### src/rtl/sram_pm_pkg.sv
package sram_pm_pkg;
  typedef enum logic [1:0] {
    PM_ACTIVE = 2'd0,
    PM_SLEEP  = 2'd1,
    PM_OFF    = 2'd2
  } pm_mode_e;

  // shutdown outranks deep sleep
  function automatic pm_mode_e pm_decode(input logic sd_i, input logic ds_i);
    if (sd_i) return PM_OFF;
    if (ds_i) return PM_SLEEP;
    return PM_ACTIVE;
  endfunction
endpackage

### src/rtl/sram_pm_portsel.sv
module sram_pm_portsel #(
  parameter int AW = 4,
  parameter int DW = 8
) (
  input  logic          sel,
  input  logic          a_cs_n,
  input  logic          a_we_n,
  input  logic [AW-1:0] a_addr,
  input  logic [DW-1:0] a_wdata,
  input  logic [DW-1:0] a_mask_n,
  input  logic          b_cs_n,
  input  logic          b_we_n,
  input  logic [AW-1:0] b_addr,
  input  logic [DW-1:0] b_wdata,
  input  logic [DW-1:0] b_mask_n,
  output logic          o_cs_n,
  output logic          o_we_n,
  output logic [AW-1:0] o_addr,
  output logic [DW-1:0] o_wdata,
  output logic [DW-1:0] o_mask_n
);
  always_comb begin
    if (sel) begin
      o_cs_n   = b_cs_n;
      o_we_n   = b_we_n;
      o_addr   = b_addr;
      o_wdata  = b_wdata;
      o_mask_n = b_mask_n;
    end else begin
      o_cs_n   = a_cs_n;
      o_we_n   = a_we_n;
      o_addr   = a_addr;
      o_wdata  = a_wdata;
      o_mask_n = a_mask_n;
    end
  end
endmodule

### src/rtl/sram_pm_settle.sv
module sram_pm_settle #(
  parameter int SETTLE = 4
) (
  input  logic clk,
  input  logic rst_n,
  input  logic lvl_in,
  output logic flag
);
  localparam int CW = $clog2(SETTLE + 1);
  localparam logic [CW-1:0] LAST = CW'(SETTLE - 1);

  logic [CW-1:0] cnt;

  always_ff @(posedge clk or negedge rst_n) begin
    if (!rst_n) begin
      cnt  <= '0;
      flag <= 1'b0;
    end else if (lvl_in == flag) begin
      cnt <= '0;
    end else if (cnt == LAST) begin
      flag <= lvl_in;
      cnt  <= '0;
    end else begin
      cnt <= cnt + 1'b1;
    end
  end


  flag_rise_chk: assert property (@(posedge clk) disable iff (!rst_n)
    $rose(flag) |-> $past(lvl_in));

  flag_fall_chk: assert property (@(posedge clk) disable iff (!rst_n)
    $fell(flag) |-> !$past(lvl_in));
endmodule

### src/rtl/sram_pm_array.sv
module sram_pm_array
  import sram_pm_pkg::*;
#(
  parameter int          AW          = 4,
  parameter int          DW          = 8,
  parameter logic [7:0]  POISON_BYTE = 8'hA5
) (
  input  logic          clk,
  input  logic          rst_n,
  input  pm_mode_e      mode,
  input  logic          cs_n,
  input  logic          we_n,
  input  logic [AW-1:0] addr,
  input  logic [DW-1:0] wdata,
  input  logic [DW-1:0] mask_n,
  output logic [DW-1:0] rdata
);
  localparam int DEPTH = 1 << AW;

  function automatic logic [DW-1:0] fill_poison(input logic [7:0] b);
    logic [DW-1:0] p;
    for (int i = 0; i < DW; i++) p[i] = b[i % 8];
    return p;
  endfunction

  localparam logic [DW-1:0] POISON = fill_poison(POISON_BYTE);

  logic [DW-1:0] mem [DEPTH];
  logic          wr_go;
  logic          rd_go;

  assign wr_go = (mode == PM_ACTIVE) && !cs_n && !we_n;
  assign rd_go = (mode == PM_ACTIVE) && !cs_n &&  we_n;

  always_ff @(posedge clk) begin
    if (mode == PM_OFF) begin
      for (int i = 0; i < DEPTH; i++) mem[i] <= POISON;
    end else if (wr_go) begin
      mem[addr] <= (mem[addr] & mask_n) | (wdata & ~mask_n);
    end
  end

  always_ff @(posedge clk or negedge rst_n) begin
    if (!rst_n)     rdata <= '0;
    else if (rd_go) rdata <= mem[addr];
  end


  rd_hold_chk: assert property (@(posedge clk) disable iff (!rst_n)
    (cs_n || !we_n || mode != PM_ACTIVE) |=> $stable(rdata));

  rd_data_chk: assert property (@(posedge clk) disable iff (!rst_n)
    (mode == PM_ACTIVE && !cs_n && we_n) |=> rdata == $past(mem[addr]));

  sleep_keep_chk: assert property (@(posedge clk) disable iff (!rst_n)
    (mode == PM_SLEEP) |=> mem[$past(addr)] == $past(mem[addr]));

  off_poison_chk: assert property (@(posedge clk) disable iff (!rst_n)
    (mode == PM_OFF) |=> mem[$past(addr)] == POISON);
endmodule

### src/rtl/sram_pm_wrap.sv
module sram_pm_wrap
  import sram_pm_pkg::*;
#(
  parameter int         AW          = 4,
  parameter int         DW          = 8,
  parameter int         SETTLE      = 4,
  parameter logic [7:0] POISON_BYTE = 8'hA5
) (
  input  logic          clk,
  input  logic          rst_n,
  input  logic          fn_cs_n,
  input  logic          fn_we_n,
  input  logic [AW-1:0] fn_addr,
  input  logic [DW-1:0] fn_wdata,
  input  logic [DW-1:0] fn_mask_n,
  input  logic          tst_sel,
  input  logic          tst_cs_n,
  input  logic          tst_we_n,
  input  logic [AW-1:0] tst_addr,
  input  logic [DW-1:0] tst_wdata,
  input  logic [DW-1:0] tst_mask_n,
  input  logic          dslp,
  input  logic          sd,
  output logic [DW-1:0] rdata,
  output logic          sleep_done,
  output logic          off_done,
  output logic          acc_err
);
  logic          s_cs_n;
  logic          s_we_n;
  logic [AW-1:0] s_addr;
  logic [DW-1:0] s_wdata;
  logic [DW-1:0] s_mask_n;
  pm_mode_e      mode;
  logic [1:0]    lvl;
  logic [1:0]    flg;

  assign mode = pm_decode(sd, dslp);

  sram_pm_portsel #(.AW(AW), .DW(DW)) u_sel (
    .sel(tst_sel),
    .a_cs_n(fn_cs_n), .a_we_n(fn_we_n), .a_addr(fn_addr),
    .a_wdata(fn_wdata), .a_mask_n(fn_mask_n),
    .b_cs_n(tst_cs_n), .b_we_n(tst_we_n), .b_addr(tst_addr),
    .b_wdata(tst_wdata), .b_mask_n(tst_mask_n),
    .o_cs_n(s_cs_n), .o_we_n(s_we_n), .o_addr(s_addr),
    .o_wdata(s_wdata), .o_mask_n(s_mask_n)
  );

  sram_pm_array #(.AW(AW), .DW(DW), .POISON_BYTE(POISON_BYTE)) u_arr (
    .clk(clk), .rst_n(rst_n), .mode(mode),
    .cs_n(s_cs_n), .we_n(s_we_n), .addr(s_addr),
    .wdata(s_wdata), .mask_n(s_mask_n), .rdata(rdata)
  );

  assign lvl = {sd, dslp};

  for (genvar g = 0; g < 2; g++) begin : g_settle
    sram_pm_settle #(.SETTLE(SETTLE)) u_settle (
      .clk(clk), .rst_n(rst_n), .lvl_in(lvl[g]), .flag(flg[g])
    );
  end

  assign sleep_done = flg[0];
  assign off_done   = flg[1];

  always_ff @(posedge clk or negedge rst_n) begin
    if (!rst_n)                             acc_err <= 1'b0;
    else if (!s_cs_n && mode != PM_ACTIVE)  acc_err <= 1'b1;
  end


  err_sticky_chk: assert property (@(posedge clk) disable iff (!rst_n)
    acc_err |=> acc_err);

  err_set_chk: assert property (@(posedge clk) disable iff (!rst_n)
    (!s_cs_n && (dslp || sd)) |=> acc_err);
endmodule

### config.mk
export PLATFORM = sky130hd
export DESIGN_NAME = sram_pm_wrap
export DESIGN_NICKNAME = d
export VERILOG_FILES = /design/src/rtl/sram_pm_pkg.sv /design/src/rtl/sram_pm_portsel.sv /design/src/rtl/sram_pm_settle.sv /design/src/rtl/sram_pm_array.sv /design/src/rtl/sram_pm_wrap.sv
export SDC_FILE = /design/constraint.sdc
export NUM_CORES = 1
export LEC_CHECK = 0
export BUFFER_PORTS_ARGS = -buffer_cell sky130_fd_sc_hd__buf_2
export CAP_MARGIN = 20
export CELL_PAD_IN_SITES_DETAIL_PLACEMENT = 1
export CELL_PAD_IN_SITES_GLOBAL_PLACEMENT = 1
export CORE_MARGIN = 2
export CORE_UTILIZATION = 52
export DETAILED_ROUTE_END_ITERATION = 12
export PLACE_DENSITY = 0.83
export RECOVER_POWER = 50
export SYNTH_ARGS = -nofsm -noshare
export SYNTH_HDL_FRONTEND = slang
export SYNTH_SLANG_ARGS = --single-unit
### constraint.sdc
create_clock -name clk -period 3.5 [get_ports clk]
set_clock_uncertainty 0.15 [all_clocks]
set_input_delay 0.35 -clock clk [delete_from_list [all_inputs] [get_ports clk]]
set_output_delay 0.35 -clock clk [all_outputs]
set_load 0.05 [all_outputs]
==> impl_metrics.tcl <==
set metrics [dict create \
    drv_cap 0 \
    mostFrequentLayoutCells "154 x nand2_1, 128 x edfxtp_1, 73 x nor2_1" \
    slowest_delay_ns 0.59 \
    nNetsFinal 790 \
    path_cells "buf_2 -> mux2_1 -> or4_1 -> clkbuf_1 -> nor2_1 -> nand2_1 -> nand2b_1" \
    drive_above_1_share 0.1689 \
    highest_layer "met4" \
    worst_ir_drop_vdd_v 0.0003224 \
    wl_met3_mm 1.681 \
    cts.clk_slew.worst_paths_ns 0.06 \
    finalCritPeriodShare 0.9167 \
    finalSetupTns_ns 0 \
    synthArstFlopShare 0.1172 \
    netlist_area_um2 7445 \
    power.switching_fraction 0.2820 \
    drtIter0Drc 534 \
    ctsResizeCount 0 \
    fillers 1526 \
    die-area_um2 15290 \
    ios 60 \
    clk_latency_ns 0.42 \
    std_cell_rows 43 \
    tightest_slew_ns 1.050 \
    htreeDepth 4 \
    slew_violations 0 \
    grt_max_degree 45 \
    vias 5862 \
    final.min_clock_period_ns 3.208 \
    numCtsBuffers 17 \
    critPathSlowestCell "nor2_1" \
    cp-end-kind "flip-flop" \
    synth_cells 676 \
    criticalPathCategory "in2reg" \
    power_density_nw_per_um2 554.9 \
    clk_path_buf_depth 2 \
    grt_pass1_wl_mm 35.12 \
    io_buffers 59 \
    p_leak_uw 0.002963 \
    p_seq_frac 0.428 \
    root_buffer "clkbuf_16" \
    syn_avg_cell_area_um2 11.01 \
    p_clk_frac 0.401 \
    drc 0 \
    grt_pass1_vias 6101 \
    met1_length_mm 9.075 \
    via_per_inst 6.290 \
    cts.sinks 145 \
    synth-seq-area-share 0.5734 \
    wl_per_cell_um 24.90 \
    slew_headroom 0.3003 \
    worstPathBufferInverterCount 2 \
    synthDistinctLibCells 48 \
    start_util 0.5343 \
    setup_violations 0 \
    yosys_warnings 0 \
    gp_congestion 0.8317 \
    cp.arrival_ns 3.12 \
    ant_nets 0 \
    synth-edff-count 128 \
    min_path_type "in2reg" \
    core_area_um2 13930 \
    grt_overflow 0 \
    n_antenna_cell 0 \
    grt_antenna_before_repair 0 \
    cts_tree "done" \
    die_w_um 123.7 \
    p_int_uw 3392 \
    max_freq_mhz 311.7 \
    ys.flop_type "edfxtp_1" \
    syn-num-nets 727 \
    syn_to_final_growth_pct 14.35 \
    start_kind "input pin" \
    comb_power_share 0.172 \
    first_pass_iters 5 \
    hold_violations 0 \
    hpwl_mm 15.91 \
    status "finished, final reports clean" \
    cts_setup_buffers 0 \
    rsz0062_at_grt "no" \
    cp.required_ns 3.41 \
    die_h_um 123.7 \
    p_sw_uw 1332 \
    final_common_cell "nand2_1" \
    crit_family "simple AND/OR/NAND/NOR gates" \
    track_usage 0.3216 \
    dr_wl_met2_mm 11.70 \
    cp_max_fo 16 \
    place_area_um2 7940 \
    drt_wl_total_mm 23.21 \
    synth-seq-cells 145 \
    design_area_um2 8513 \
]
[synth_stat cells (11+ instances only)]
cell	instances	area, µm²
a21oi_1	20	100.1
a22oi_1	35	262.8
buf_2	12	60.06
buf_6	11	123.9
clkbuf_1	17	63.81
dfrtp_1	17	425.4
edfxtp_1	128	3844
inv_1	16	60.06
mux2i_1	17	170.2
nand2_1	154	578.1
nand2b_1	23	143.9
nor2_1	72	270.3
o22ai_1	41	256.5
[through the flow]
step                      worst slack, ns  hold WS, ns  power [µW]  std cells  utilization
after detailed placement          0.03192       0.1506        2873        899       0.5698
after floorplan                    0.8357     -0.09559        2606        676            -
after global placement             0.1298       0.1376        2833        899       0.5698
after CTS                          0.4636      0.08743        4761        932       0.6149
final                              0.2917      0.09826        4724        932       0.6109
after global routing               0.1392       0.1197        4873        932       0.6109
[metal layers]
layer,GRT usage,vias to the layer above
met3,0.06456,52
met4,0.1342,0
met5,0,-
met1,0.4071,2955
met2,0.5405,259
li1,-,2596
[area by class of cell]
cell class                 instances  area, µm²  area share
multi-input combinational        466       2803      0.3292
inverter                          16      60.06    0.007055
sequential                       145       4269      0.5015
timing repair buffer              93      538.0     0.06320
clock buffer                      17      425.4     0.04997
clock inverter                    15      192.7     0.02263
tap                              180      225.2     0.02646
[worst reg2reg max path, stage by stage, from the launching register on]
cell	delay, ns
edfxtp_1	0.41
nand2b_1	0.10
o32ai_1	0.09
a2111oi_1	0.54
o22ai_1	0.26
o41ai_4	0.31
clkbuf_1	0.65
nand2_1	0.19
[cell families after synthesis]
group | after synthesis | share of synthesized area
AO/OA/AOI/OAI | 145 | 0.1686
XOR/XNOR | 2 | 0.002353
adder cells (fa/ha/maj) | 2 | 0.003361
buffers and inverters | 65 | 0.04975
flip-flops | 145 | 0.5734
multiplexers | 21 | 0.02891
AND/OR/NAND/NOR | 296 | 0.1736
[registers in the layout, indices dropped and copies added (netlist names)]
signal                  cells
u_arr.rdata                 8
acc_err                     1
g_settle.u_settle.flag      2
g_settle.u_settle.cnt       6
u_arr.mem                 128
[timing repair]
item	in CTS	in global routing
hold endpoints to repair	17	0
endpoints found under the setup margin	0	0
hold buffers	1	0
[power groups by stage]
stage | clock (µW) | combinational (µW) | sequential [µW]
floorplan | 0 | 429 | 2180
global placement | 0 | 786 | 2050
detailed placement | 0 | 820 | 2050
CTS | 1910 | 830 | 2020
global route | 1990 | 859 | 2030
finish | 1890 | 811 | 2020
[worst paths after layout]
check / from / endpoint / slack [ns] / depth (start not counted)
worst min register to register: g_settle[0].u_settle.cnt[0]$_DFF_PN0_ / g_settle[0].u_settle.cnt[0]$_DFF_PN0_ / 0.29 / 1
worst max register to register: u_arr.mem[9][0]$_SDFFCE_PN1P_ / u_arr.mem[0][0]$_SDFFCE_PN1P_ / 0.52 / 7
min in group asynchronous: rst_n / u_arr.rdata[5]$_DFFE_PN0P_ / 0.48 / 2
max in group asynchronous: rst_n / acc_err$_DFFE_PN0P_ / 2.13 / 2
worst min-delay path: dslp / g_settle[0].u_settle.flag$_DFFE_PN0P_ / 0.1 / 2
worst max-delay path: tst_sel / u_arr.mem[15][0]$_SDFFCE_PN1P_ / 0.29 / 7
Power figures use the tool's default switching activity.
